$ cat src/rtl/sslp_pkg.sv
package sslp_pkg;
    localparam int R_W     = 14;
    localparam int N_W     = 10;
    localparam int A_W     = 7;
    localparam int CTRL_W  = 3;
    localparam int CHAIN_W = N_W + A_W + CTRL_W;
    localparam int CH_BIT  = 0;   // 1 = channel 1, 0 = channel 2
    localparam int SW_BIT  = 1;   // 0 = pull low, 1 = released
    localparam int GRP_BIT = 2;   // 0 = N/A latches, 1 = R latch
    localparam int NUM_CH  = 2;

    typedef struct packed {
        logic [R_W-1:0] r;
        logic [N_W-1:0] n;
        logic [A_W-1:0] a;
        logic           sw_off;
    } chan_cfg_t;
endpackage

$ cat src/rtl/sslp_rise.sv
module sslp_rise (
    input  logic clk,
    input  logic rst_n,
    input  logic lvl_i,
    output logic rise_o
);
    typedef struct packed {
        logic prev;
    } st_t;

    st_t st_d, st_q;

    always_comb begin
        st_d      = st_q;
        st_d.prev = lvl_i;
    end

    always_ff @(posedge clk) begin
        if (!rst_n) st_q <= '0;
        else        st_q <= st_d;
    end

    assign rise_o = lvl_i & ~st_q.prev;
endmodule

$ cat src/rtl/sslp_chain.sv
module sslp_chain
    import sslp_pkg::*;
(
    input  logic               clk,
    input  logic               rst_n,
    input  logic               shift_i,
    input  logic               bit_i,
    output logic [CHAIN_W-1:0] chain_o,
    output logic               sout_o
);
    typedef struct packed {
        logic [CHAIN_W-1:0] sr;
    } st_t;

    st_t st_d, st_q;

    always_comb begin
        st_d = st_q;
        if (shift_i) st_d.sr = {st_q.sr[CHAIN_W-2:0], bit_i};
    end

    always_ff @(posedge clk) begin
        if (!rst_n) st_q <= '0;
        else        st_q <= st_d;
    end

    assign chain_o = st_q.sr;
    assign sout_o  = st_q.sr[CHAIN_W-1];
endmodule

$ cat src/rtl/sslp_chan_bank.sv
module sslp_chan_bank
    import sslp_pkg::*;
#(
    parameter logic CH_CODE = 1'b1
) (
    input  logic               clk,
    input  logic               rst_n,
    input  logic               load_i,
    input  logic [CHAIN_W-1:0] chain_i,
    output chan_cfg_t          cfg_o
);
    localparam chan_cfg_t RST_CFG = '{r: '0, n: '0, a: '0, sw_off: 1'b1};

    chan_cfg_t cfg_d, cfg_q;
    logic      hit;

    assign hit = load_i && (chain_i[CH_BIT] == CH_CODE);

    always_comb begin
        cfg_d = cfg_q;
        if (hit) begin
            cfg_d.sw_off = chain_i[SW_BIT];
            if (chain_i[GRP_BIT]) begin
                cfg_d.r = chain_i[CTRL_W +: R_W];
            end else begin
                cfg_d.a = chain_i[CTRL_W +: A_W];
                cfg_d.n = chain_i[CTRL_W + A_W +: N_W];
            end
        end
    end

    always_ff @(posedge clk) begin
        if (!rst_n) cfg_q <= RST_CFG;
        else        cfg_q <= cfg_d;
    end

    assign cfg_o = cfg_q;
endmodule

$ cat src/rtl/serial_synth_loader.sv
module serial_synth_loader
    import sslp_pkg::*;
(
    input  logic           clk,
    input  logic           rst_n,
    input  logic           ser_clk_i,
    input  logic           ser_data_i,
    input  logic           ser_load_i,
    output logic           ser_out_o,
    output logic [R_W-1:0] ch1_r_o,
    output logic [N_W-1:0] ch1_n_o,
    output logic [A_W-1:0] ch1_a_o,
    output logic           ch1_sw_pull_o,
    output logic [R_W-1:0] ch2_r_o,
    output logic [N_W-1:0] ch2_n_o,
    output logic [A_W-1:0] ch2_a_o,
    output logic           ch2_sw_pull_o
);
    logic               shift_rise;
    logic               load_rise;
    logic [CHAIN_W-1:0] chain_q;
    chan_cfg_t          cfg [NUM_CH];

    sslp_rise u_clk_rise (
        .clk(clk), .rst_n(rst_n), .lvl_i(ser_clk_i), .rise_o(shift_rise)
    );

    sslp_rise u_load_rise (
        .clk(clk), .rst_n(rst_n), .lvl_i(ser_load_i), .rise_o(load_rise)
    );

    sslp_chain u_chain (
        .clk(clk), .rst_n(rst_n), .shift_i(shift_rise), .bit_i(ser_data_i),
        .chain_o(chain_q), .sout_o(ser_out_o)
    );

    for (genvar g = 0; g < NUM_CH; g++) begin : g_bank
        sslp_chan_bank #(.CH_CODE((g == 0) ? 1'b1 : 1'b0)) u_bank (
            .clk(clk), .rst_n(rst_n), .load_i(load_rise),
            .chain_i(chain_q), .cfg_o(cfg[g])
        );
    end

    assign ch1_r_o       = cfg[0].r;
    assign ch1_n_o       = cfg[0].n;
    assign ch1_a_o       = cfg[0].a;
    assign ch1_sw_pull_o = ~cfg[0].sw_off;
    assign ch2_r_o       = cfg[1].r;
    assign ch2_n_o       = cfg[1].n;
    assign ch2_a_o       = cfg[1].a;
    assign ch2_sw_pull_o = ~cfg[1].sw_off;
endmodule

$ cat config.mk
export PLATFORM = sky130hd
export DESIGN_NAME = serial_synth_loader
export DESIGN_NICKNAME = d
export VERILOG_FILES = /design/src/rtl/sslp_pkg.sv /design/src/rtl/sslp_rise.sv /design/src/rtl/sslp_chain.sv /design/src/rtl/sslp_chan_bank.sv /design/src/rtl/serial_synth_loader.sv
export SDC_FILE = /design/constraint.sdc
export NUM_CORES = 1
export LEC_CHECK = 0
export BUFFER_PORTS_ARGS = -buffer_cell sky130_fd_sc_hd__buf_2
export CORE_UTILIZATION = 55
export CTS_CLUSTER_DIAMETER = 80
export DETAILED_ROUTE_END_ITERATION = 16
export PLACE_DENSITY = 0.89
export SYNTH_ARGS = -nofsm -noshare
export SYNTH_HDL_FRONTEND = slang
export SYNTH_SLANG_ARGS = --single-unit
$ cat constraint.sdc
create_clock -name clk -period 2.1 [get_ports clk]
set_input_delay 0.42 -clock clk [delete_from_list [all_inputs] [get_ports clk]]
set_output_delay 0.42 -clock clk [all_outputs]
set_load 0.005 [all_outputs]
==> results of run 1 <==
==> registers in the layout (all words and copies together) (netlist names) <==
name and cells:
g_bank.u_bank.cfg_o 64, u_clk_rise.st_q 1, u_chain.chain_o 20, u_load_rise.st_q 1
==> worst max-delay path, cell delays in order, from the launching register on <==
cell	delay, ps
dfxtp_1	390
or4b_4	800
nand3_1	230
o21ai_2	80
==> Yosys cell counts <==
cell       count  area share, %
buf_8          1           0.43
buf_4         62             13
buf_1          1           0.11
nand2b_1       1           0.18
nand3b_1       1           0.21
nand4b_1       1           0.25
nor2b_1        1           0.18
o211ai_1       1           0.21
or4b_4         1           0.39
mux2i_1        1           0.28
nand4bb_1      2           0.64
dfxtp_1       86             49
nand2_1       59            6.3
buf_2          3           0.43
a21boi_0      20            4.3
clkbuf_1      20            2.1
o21ai_2       17            4.2
o21ai_0       45            6.4
nor3b_1        1           0.21
nand3_1       58            8.2
inv_1          2           0.21
buf_6          4            1.3
and2_1         2           0.35
nand3_2        4            1.1
==> per-stage QoR <==
step           utilization [%]  hold slack (ps)  std cells
2_1_floorplan                -              439        394
3_3_place_gp              56.5              447        456
3_5_place_dp              56.5              455        456
4_1_cts                   59.8              292        472
5_1_grt                   59.8              313        472
6_report                  59.8              299        472
==> report_power, final <==
group,internal (mW),switching [mW]
Clock,0.553,0.597
Combinational,0.0299,0.0763
Sequential,1.64,0.00554
Total,2.22,0.679
==> logic make-up (layout without fill, tap and decap cells) <==
group / count (synthesis) / after routing / synth area share [%]
AOI/OAI and AO/OA: 83 / 83 / 15.1
DFF: 86 / 86 / 48.8
and+or+nand+nor: 131 / 131 / 18.1
muxes: 1 / 1 / 0.284
buffers and inverters: 93 / 96 / 17.8
==> metal layers <==
layer  wire length [um]  vias to the layer above
li1                   -                     1263
met1               2910                     1194
met2               3110                       90
met3                421                       13
met4                142                        0
met5                  0                        -
==> final timing paths <==
check                                                  to  slack [ps]
setup / recovery  g_bank[1].u_bank.cfg_o[12]$_SDFFE_PN0P_         470
hold / removal                 u_clk_rise.st_q$_SDFF_PN0_         300
setup reg to reg  g_bank[1].u_bank.cfg_o[12]$_SDFFE_PN0P_         470
hold reg to reg    g_bank[1].u_bank.cfg_o[5]$_SDFFE_PN0P_         470
==> layout make-up <==
type	instances	area [um^2]	area share, %
Clock inverter	7	73.8	2.04
Timing Repair Buffer	78	425	11.7
Tap cell	75	93.8	2.59
Inverter	2	7.51	0.207
Sequential cell	86	1720	47.5
Multi-Input combinational cell	215	1180	32.5
Clock buffer	9	124	3.42
==> flow_summary_export.csv, run 1 <==
group,metric,value,unit
grt,grt_pass1_vias,2139,
grt,antenna_found_initial,0,
grt,grt_overflow_total,0,
layout,drive_gt1_share,29.2,%
power_and_ir_drop,leakagePower,1.48,nW
sta,finalClockSkew,8.08,ps
sta,relSlewSlack,52.8,%
critical_path,rr_startpoint,"u_chain.chain_o[0]$_SDFFE_PN0P_",
outcome,status,"complete, no violations",
sta,fin_crit,1630,ps
synth,syn_area_per_cell,8.95,um^2
clocking,cts_buffers,9,
sta,finalCritPeriodShare,77.8,%
synth,ys_ff_latch,86,
sta,final.setup.worst_slack,466,ps
layout,layout_commonest_cell,"dfxtp_1",
sta,timing_max_transition_violations_final,0,
synth,ys.warnings.count,0,
grt,gr-usage-met3,4.22,%
layout,fillers,483,
layout,antenna_cells,0,
hold_path,min_from,"ser_clk_i",
clocking,cts_num_sinks,86,
placed_design,dpl_cell_area,3430,um^2
grt,grt_pass1_wl,10.1,mm
route,drt-total-wl,6.58,mm
critical_path,cp-start-kind,"flip-flop",
clocking,htreeDepth,3,
sta,tightest_slew,708,ps
grt,grtUsageTotal,20.2,%
layout,synthToLayoutAreaGrowth,2.77,%
placed_design,hpwlAfterDp,4.53,mm
power_and_ir_drop,power_density,799,nW/um^2
floorplanning,num_io_pins,70,
grt,grtUsageMet1,26.1,%
route,vias,2560,
floorplanning,initial_core_util,58.2,%
route,antenna_left,0,
synth,syn-cell-area,3530,um^2
clocking,path_clk_slew,80,ps
layout,layout_common_cells,"dfxtp_1, buf_2, nand2_1",
critical_path,setup.worst_path.start,"u_chain.chain_o[0]$_SDFFE_PN0P_",
sta,fmaxAchievable,612,MHz
sta,rsz0062_at_grt,"false",
critical_path,arrival,1860,ps
critical_path,path_class,"flip-flop to flip-flop",
clocking,cts_tree,"yes",
route,drcViolationCount,0,
power_and_ir_drop,p_total,2.90,mW
grt,busiest_layer,"met2",
floorplanning,die_w,82.1,um
route,dr.pass1.iters,6,
clocking,cts_setup_buffers,0,
synth,syn_nets,399,
floorplanning,rows,28,
hold_path,whs_path_depth,2,
route,avgViaCountPerCell,5.42,
placed_design,pre_cts_ws,426,ps
floorplanning,coreArea,6060,um^2
placed_design,io_buffer_count,69,
clocking,root_buffer,"clkbuf_8",
clocking,clkLatencyLatePin,350,ps
synth,syn_inst,394,
synth,ys_seq_area_share,48.8,%
grt,use_met2,30.6,%
hold_path,hp-class,"primary input to flip-flop",
route,routedWlPerCell,13.9,um
power_and_ir_drop,vdd_drop_max,528,uV
layout,post-route-cell-area,3620,um^2
critical_path,cp.required,2330,ps
placed_design,gp_congestion,0.766,
grt,grt_max_degree,35,
layout,nNetsFinal,397,
synth,synth.distinct_cells,24,
clocking,ctsResizeCount,0,
sta,hold_violations,0,
clocking,cts_max_path_buffers,2,
critical_path,cp-end-kind,"flip-flop",
floorplanning,dieArea,6740,um^2
critical_path,worstPathMaxFanout,34,
floorplanning,fp.dieH,82.1,um
sta,setup_viol,0,
critical_path,reg2reg_depth,3,
sta,setup-tns-final,0,ps
flow_run,drv_cap,0,
clocking,cts_hold_buffers,0,
route,first_iter_violations,171,
Power figures use the tool's default switching activity.
==> run 2, diff against run 1 <==
--- a/config.mk
+++ b/config.mk
@@ -5,11 +5,12 @@
 export SDC_FILE = /design/constraint.sdc
 export NUM_CORES = 1
 export LEC_CHECK = 0
+export ABC_AREA = 1
 export BUFFER_PORTS_ARGS = -buffer_cell sky130_fd_sc_hd__buf_2
-export CORE_UTILIZATION = 55
+export CORE_UTILIZATION = 50
 export CTS_CLUSTER_DIAMETER = 80
 export DETAILED_ROUTE_END_ITERATION = 16
-export PLACE_DENSITY = 0.89
+export PLACE_DENSITY = 0.85
 export SYNTH_ARGS = -nofsm -noshare
 export SYNTH_HDL_FRONTEND = slang
 export SYNTH_SLANG_ARGS = --single-unit
==> constraint.sdc (replaced) <==
create_clock -name clk -period 1.35 [get_ports clk]
set_input_delay 0.27 -clock clk [delete_from_list [all_inputs] [get_ports clk]]
set_output_delay 0.27 -clock clk [all_outputs]
set_load 0.005 [all_outputs]
==> run 2 against run 1 <==
Compared with the run above: critical path depth stayed put; sequential share of layout area is 4.9 points lower; synthesized cell count is 33% higher; wire length is 27% higher; clock power is 50% higher; area after synthesis is 11% higher; worst hold slack worse by 190 ps; critical path type unchanged; critical endpoint is now g_bank[0].u_bank.cfg_o[20]$_SDFFE_PN0P_.
==> flow_summary_export.csv, run 2 <==
group,metric,value,unit
outcome,status,"complete, no violations",
clocking,cts_hold_buffers,0,
synth,syn_area_per_cell,7.46,um^2
critical_path,r2r_end,"g_bank[0].u_bank.cfg_o[20]$_SDFFE_PN0P_",
grt,antenna_found_initial,0,
route,vias,3140,
power_and_ir_drop,leakagePower,1.98,nW
clocking,path_clk_slew,80,ps
layout,antenna_cells,0,
synth,synth.top_cell.area_share,44.0,%
layout,fin_cells,626,
route,dr.pass1.iters,5,
sta,final.setup.worst_slack,57.1,ps
synth,ys_ff_latch,86,
power_and_ir_drop,power_density,1280,nW/um^2
critical_path,reg2reg_depth,3,
grt,grt_pass1_vias,2804,
clocking,cts_buffers,9,
clocking,cts_max_path_buffers,2,
synth,synth_ff_type,"dfxtp_1",
route,drcViolationCount,0,
critical_path,cp-end-kind,"flip-flop",
floorplanning,fp.dieH,90.5,um
hold_path,whs_path_depth,3,
synth,syn_inst,525,
synth,synth_edf_count,0,
floorplanning,dieArea,8190,um^2
sta,fmaxAchievable,773,MHz
sta,finalClockSkew,15.5,ps
synth,synthArstFlopShare,0,%
grt,grt_pass1_wl,13.1,mm
placed_design,pre_cts_ws,46.8,ps
critical_path,reg2reg_setup_slack,60,ps
sta,tightest_slew,375,ps
grt,grt_overflow_total,0,
route,antenna_left,0,
grt,grt_max_degree,72,
sta,relSlewSlack,74.9,%
synth,synth_area_leader_cell,"dfxtp_1",
sta,timing_max_transition_violations_final,0,
route,first_iter_violations,271,
layout,largest_reg_flops,64,
route,avgViaCountPerCell,5.02,
placed_design,io_buffer_count,69,
hold_path,min_from,"ser_clk_i",
sta,rsz0062_at_grt,"true",
sta,finalCritPeriodShare,95.8,%
synth,syn-cell-area,3920,um^2
floorplanning,initial_core_util,52.9,%
floorplanning,num_io_pins,70,
hold_path,hp-class,"primary input to flip-flop",
floorplanning,coreArea,7410,um^2
floorplanning,die_w,90.5,um
layout,synthToLayoutAreaGrowth,3.29,%
layout,layout_common_cells,"nor2_1, dfxtp_1, nand2_1",
synth,syn_nets,530,
critical_path,rr_startpoint,"u_chain.chain_o[0]$_SDFFE_PN0P_",
critical_path,cp.required,1610,ps
critical_path,cp-start-kind,"flip-flop",
sta,fin_crit,1290,ps
clocking,root_buffer,"clkbuf_8",
synth,synth_most_common_cell,"nor2_1",
route,routedWlPerCell,13.3,um
clocking,cts_num_sinks,86,
critical_path,arrival,1560,ps
flow_run,drv_cap,0,
placed_design,gp_congestion,0.929,
floorplanning,rows,31,
synth,yosys-top-cells-count,"nor2_1, dfxtp_1, nand2_1",
sta,hold_violations,0,
power_and_ir_drop,vdd_drop_max,605,uV
clocking,clkLatencyLatePin,360,ps
layout,drive_gt1_share,19.7,%
critical_path,path_class,"flip-flop to flip-flop",
layout,layout_commonest_cell,"nor2_1",
route,drt-total-wl,8.33,mm
sta,setup_viol,0,
layout,nNetsFinal,527,
critical_path,worstPathMaxFanout,14,
placed_design,place_inst,608,
synth,ys_seq_area_share,44.0,%
clocking,cts_tree,"yes",
synth,ys.warnings.count,0,
hold_path,whs_endpoint,"u_clk_rise.st_q$_SDFF_PN0_",
grt,grtUsageTotal,20.5,%
synth,synth.distinct_cells,21,
placed_design,hpwlAfterDp,5.51,mm
synth,synth.area.top_cells,"dfxtp_1, buf_4, nor2_1",
power_and_ir_drop,p_total,5.18,mW
clocking,htreeDepth,3,
-- run 2: worst max path at each step --
stage                                          from                                      end  slack, ps  cells past startpoint
finish              u_chain.chain_o[0]$_SDFFE_PN0P_  g_bank[0].u_bank.cfg_o[20]$_SDFFE_PN0P_         60                      3
global route        u_chain.chain_o[0]$_SDFFE_PN0P_  g_bank[0].u_bank.cfg_o[26]$_SDFFE_PN0P_        -20                      3
CTS                 u_chain.chain_o[2]$_SDFFE_PN0P_  g_bank[0].u_bank.cfg_o[31]$_SDFFE_PN0P_         30                      4
detailed placement  u_chain.chain_o[2]$_SDFFE_PN0P_  g_bank[0].u_bank.cfg_o[31]$_SDFFE_PN0P_         50                      4
global placement                         ser_load_i  g_bank[1].u_bank.cfg_o[16]$_SDFFE_PN0P_        110                      7
floorplan           u_chain.chain_o[2]$_SDFFE_PN0P_  g_bank[0].u_bank.cfg_o[14]$_SDFFE_PN0P_        160                      6
-- run 2: timing repair --
action | 4_1_cts | 5_1_grt
endpoints found under the setup margin | 0 | 16
gates resized for setup | 0 | 2
buffers inserted | 0 | 1
-- run 2: worst max-delay path, cell delays in order, from the launching register on --
cell	delay (ps)
dfxtp_1	530
nand4_2	390
nor2_1	210
nor2_1	60
-- run 2: report_power, final --
part           switching, mW  total (mW)  internal, mW
sequential            0.0918        2.77          2.68
combinational          0.436       0.688         0.252
clock                  0.857        1.72         0.862
-- run 2: per-layer routing --
layer  track usage [%]  part of all wire (%)  vias up  wire length (um)
met5                 0                     0        -                 0
met4              11.7                   3.1        0               255
li1                  -                     -     1593                 -
met2              31.8                    45      128              3750
met3              5.13                   7.2       19               598
met1              25.8                    45     1400              3730
-- run 2: area by class of cell --
type / count / area [um^2]
clock inverter: 1 / 30.0
inverter: 41 / 154
fill: 726 / 3360
multi-input combinational: 303 / 1400
clock buffer: 15 / 146
timing repair buffer: 81 / 473
tap: 99 / 124
sequential: 86 / 1720
-- run 2: per-stage QoR --
step           hold WS (ps)  TNS, ps  instance area, um^2  util (%)
6_report                105        0                 4050      54.6
5_1_grt                 102     -155                 4050      54.6
4_1_cts                 101        0                 4010      54.1
3_5_place_dp            469        0                 3830      51.8
3_3_place_gp            458        0                 3830      51.8
2_1_floorplan           363        0                 3920         -
-- run 2: cells by family (layout without fill, tap and decap cells) --
| family | Yosys count | after routing | share of synthesized area [%] |
|---|---|---|---|
| DFF | 86 | 86 | 44.0 |
| AOI/OAI and AO/OA | 42 | 42 | 5.50 |
| and+or+nand+nor | 260 | 261 | 29.8 |
| buffers and inverters | 137 | 138 | 20.7 |
==> run 3, diff against run 2 <==
--- a/config.mk
+++ b/config.mk
@@ -7,6 +7,7 @@
 export LEC_CHECK = 0
 export ABC_AREA = 1
 export BUFFER_PORTS_ARGS = -buffer_cell sky130_fd_sc_hd__buf_2
+export CORE_MARGIN = 5
 export CORE_UTILIZATION = 50
 export CTS_CLUSTER_DIAMETER = 80
 export DETAILED_ROUTE_END_ITERATION = 16
==> run 3 against run 2 <==
Compared with the run above: non-clock buffer count decreased by 3; utilization decreased by 1.0 points; sequential share of layout area decreased by 0.75 points; wire length increased by 4.0%; die area increased by 18%; design area increased by 1.9%; worst hold slack improved by 12 ps; clock skew decreased by 6.3 ps; sequential cell count unchanged; critical endpoint is now g_bank[1].u_bank.cfg_o[31]$_SDFFE_PN0P_.
==> flow_summary_export.csv, run 3 (synthesis results as in run 2) <==
group,metric,value,unit
clocking,root_buffer,"clkbuf_8",
sta,hold_violations,0,
route,avgViaCountPerCell,4.94,
layout,layout_common_cells,"nor2_1, dfxtp_1, nand2_1",
sta,timing_max_transition_violations_final,0,
layout,layout_commonest_cell,"nor2_1",
clocking,cts_buffers,9,
critical_path,cp-end-kind,"flip-flop",
sta,fin_crit,1180,ps
critical_path,cpPeakStageDelay,330,ps
grt,grt_max_degree,87,
layout,postLayoutCoreUtil,53.6,%
layout,nNetsFinal,524,
layout,fillers,753,
clocking,cts_tree,"yes",
grt,grt_overflow_total,0,
clocking,path_clk_slew,80,ps
sta,fmaxAchievable,844,MHz
grt,grt_pass1_wl,13.4,mm
critical_path,arrival,1480,ps
sta,setup-tns-final,0,ps
floorplanning,dieArea,9700,um^2
critical_path,cp-start-kind,"flip-flop",
sta,relSlewSlack,78.2,%
critical_path,setup.worst_path.start,"u_load_rise.st_q$_SDFF_PN0_",
route,vias,3091,
route,first_iter_violations,315,
sta,finalClockSkew,9.24,ps
critical_path,path_class,"flip-flop to flip-flop",
grt,grtUsageTotal,17.4,%
route,dr.pass1.iters,5,
layout,synthToLayoutAreaGrowth,5.21,%
route,drcViolationCount,0,
grt,grt_pass1_vias,2775,
critical_path,slowest_stage,"dfxtp_1",
hold_path,hp-class,"primary input to flip-flop",
floorplanning,rows,32,
critical_path,crit_buf_inv,1,
placed_design,gp_congestion,0.840,
placed_design,hpwlAfterDp,5.75,mm
route,routedWlPerCell,13.8,um
floorplanning,die_w,98.5,um
layout,largest_reg_flops,64,
placed_design,pre_cts_ws,88.3,ps
layout,antenna_cells,0,
floorplanning,initial_core_util,50.9,%
floorplanning,fp.dieH,98.5,um
clocking,htreeDepth,3,
critical_path,crit_top_cell,"nor2_1",
critical_path,cp.required,1650,ps
sta,setup_viol,0,
sta,finalCritPeriodShare,87.7,%
clocking,cts_max_path_buffers,2,
power_and_ir_drop,leakagePower,2.00,nW
floorplanning,coreArea,7690,um^2
critical_path,worstPathMaxFanout,14,
sta,tightest_slew,327,ps
route,drt-total-wl,8.67,mm
flow_run,drv_cap,0,
floorplanning,num_io_pins,70,
power_and_ir_drop,vdd_drop_max,854,uV
outcome,status,"complete, no violations",
route,antenna_left,0,
layout,drive_gt1_share,20.4,%
grt,antenna_found_initial,0,
critical_path,rr_startpoint,"u_load_rise.st_q$_SDFF_PN0_",
sta,rsz0062_at_grt,"false",
critical_path,worst_path_dominant_cell_family,"simple AND/OR/NAND/NOR gates",
sta,final.setup.worst_slack,166,ps
clocking,cts_num_sinks,86,
placed_design,io_buffer_count,69,
power_and_ir_drop,power_density,1370,nW/um^2
clocking,clkLatencyLatePin,360,ps
hold_path,min_from,"ser_clk_i",
critical_path,crit_chain,"inv_2 -> nand3_4 -> nor2_4 -> nor2_1 -> nor2_1",
## run 3: where the power goes
part           total [mW]  switching [mW]  internal, mW
Sequential           2.77          0.0916          2.68
Combinational       0.696           0.445         0.251
Clock                2.18           0.893          1.28
Total                5.65            1.43          4.22
## run 3: what timing repair did
item                       CTS  global route
hold buffers                 0             0
resized for setup            0             4
setup endpoints to repair    0            14
setup buffers                0             1
## run 3: metal layers
layer | global-route usage, % | share of wire (%)
met5 | 0 | 0
met4 | 6.41 | 1.5
met3 | 5.87 | 9.1
met2 | 27.7 | 49
met1 | 21.9 | 40
## run 3: path summary, 6_finish.rpt
kind	endpoint	slack, ps	cells after the start
setup / recovery	g_bank[1].u_bank.cfg_o[31]$_SDFFE_PN0P_	170	5
hold / removal	u_clk_rise.st_q$_SDFF_PN0_	120	3
setup reg to reg	g_bank[1].u_bank.cfg_o[31]$_SDFFE_PN0P_	170	5
hold reg to reg	g_bank[1].u_bank.cfg_o[30]$_SDFFE_PN0P_	480	2
## run 3: worst reg2reg max path: stages, from the launching register on
cell and delay, ps:
dfxtp_1 330, inv_2 160, nand3_4 160, nor2_4 290
nor2_1 80, nor2_1 100
## run 3: per-stage QoR
stage          hold slack (ps)  cell area [um^2]  power (mW)  instances
2_1_floorplan              363              3920        3.40        525
3_3_place_gp               459              3830        3.48        608
3_5_place_dp               466              3830        3.51        608
4_1_cts                    101              4080        5.68        624
5_1_grt                    124              4120        5.91        626
6_report                   117              4120        5.65        626
## run 3: cell type report
class                           instances  area (um^2)  share of cell area (%)
Clock buffer                           11          141                    3.43
Sequential cell                        86         1720                    41.8
Tap cell                              102          128                    3.10
Multi-Input combinational cell        303         1400                    34.1
Inverter                               41          154                    3.74
Clock inverter                          5          106                    2.58
Timing Repair Buffer                   78          463                    11.2
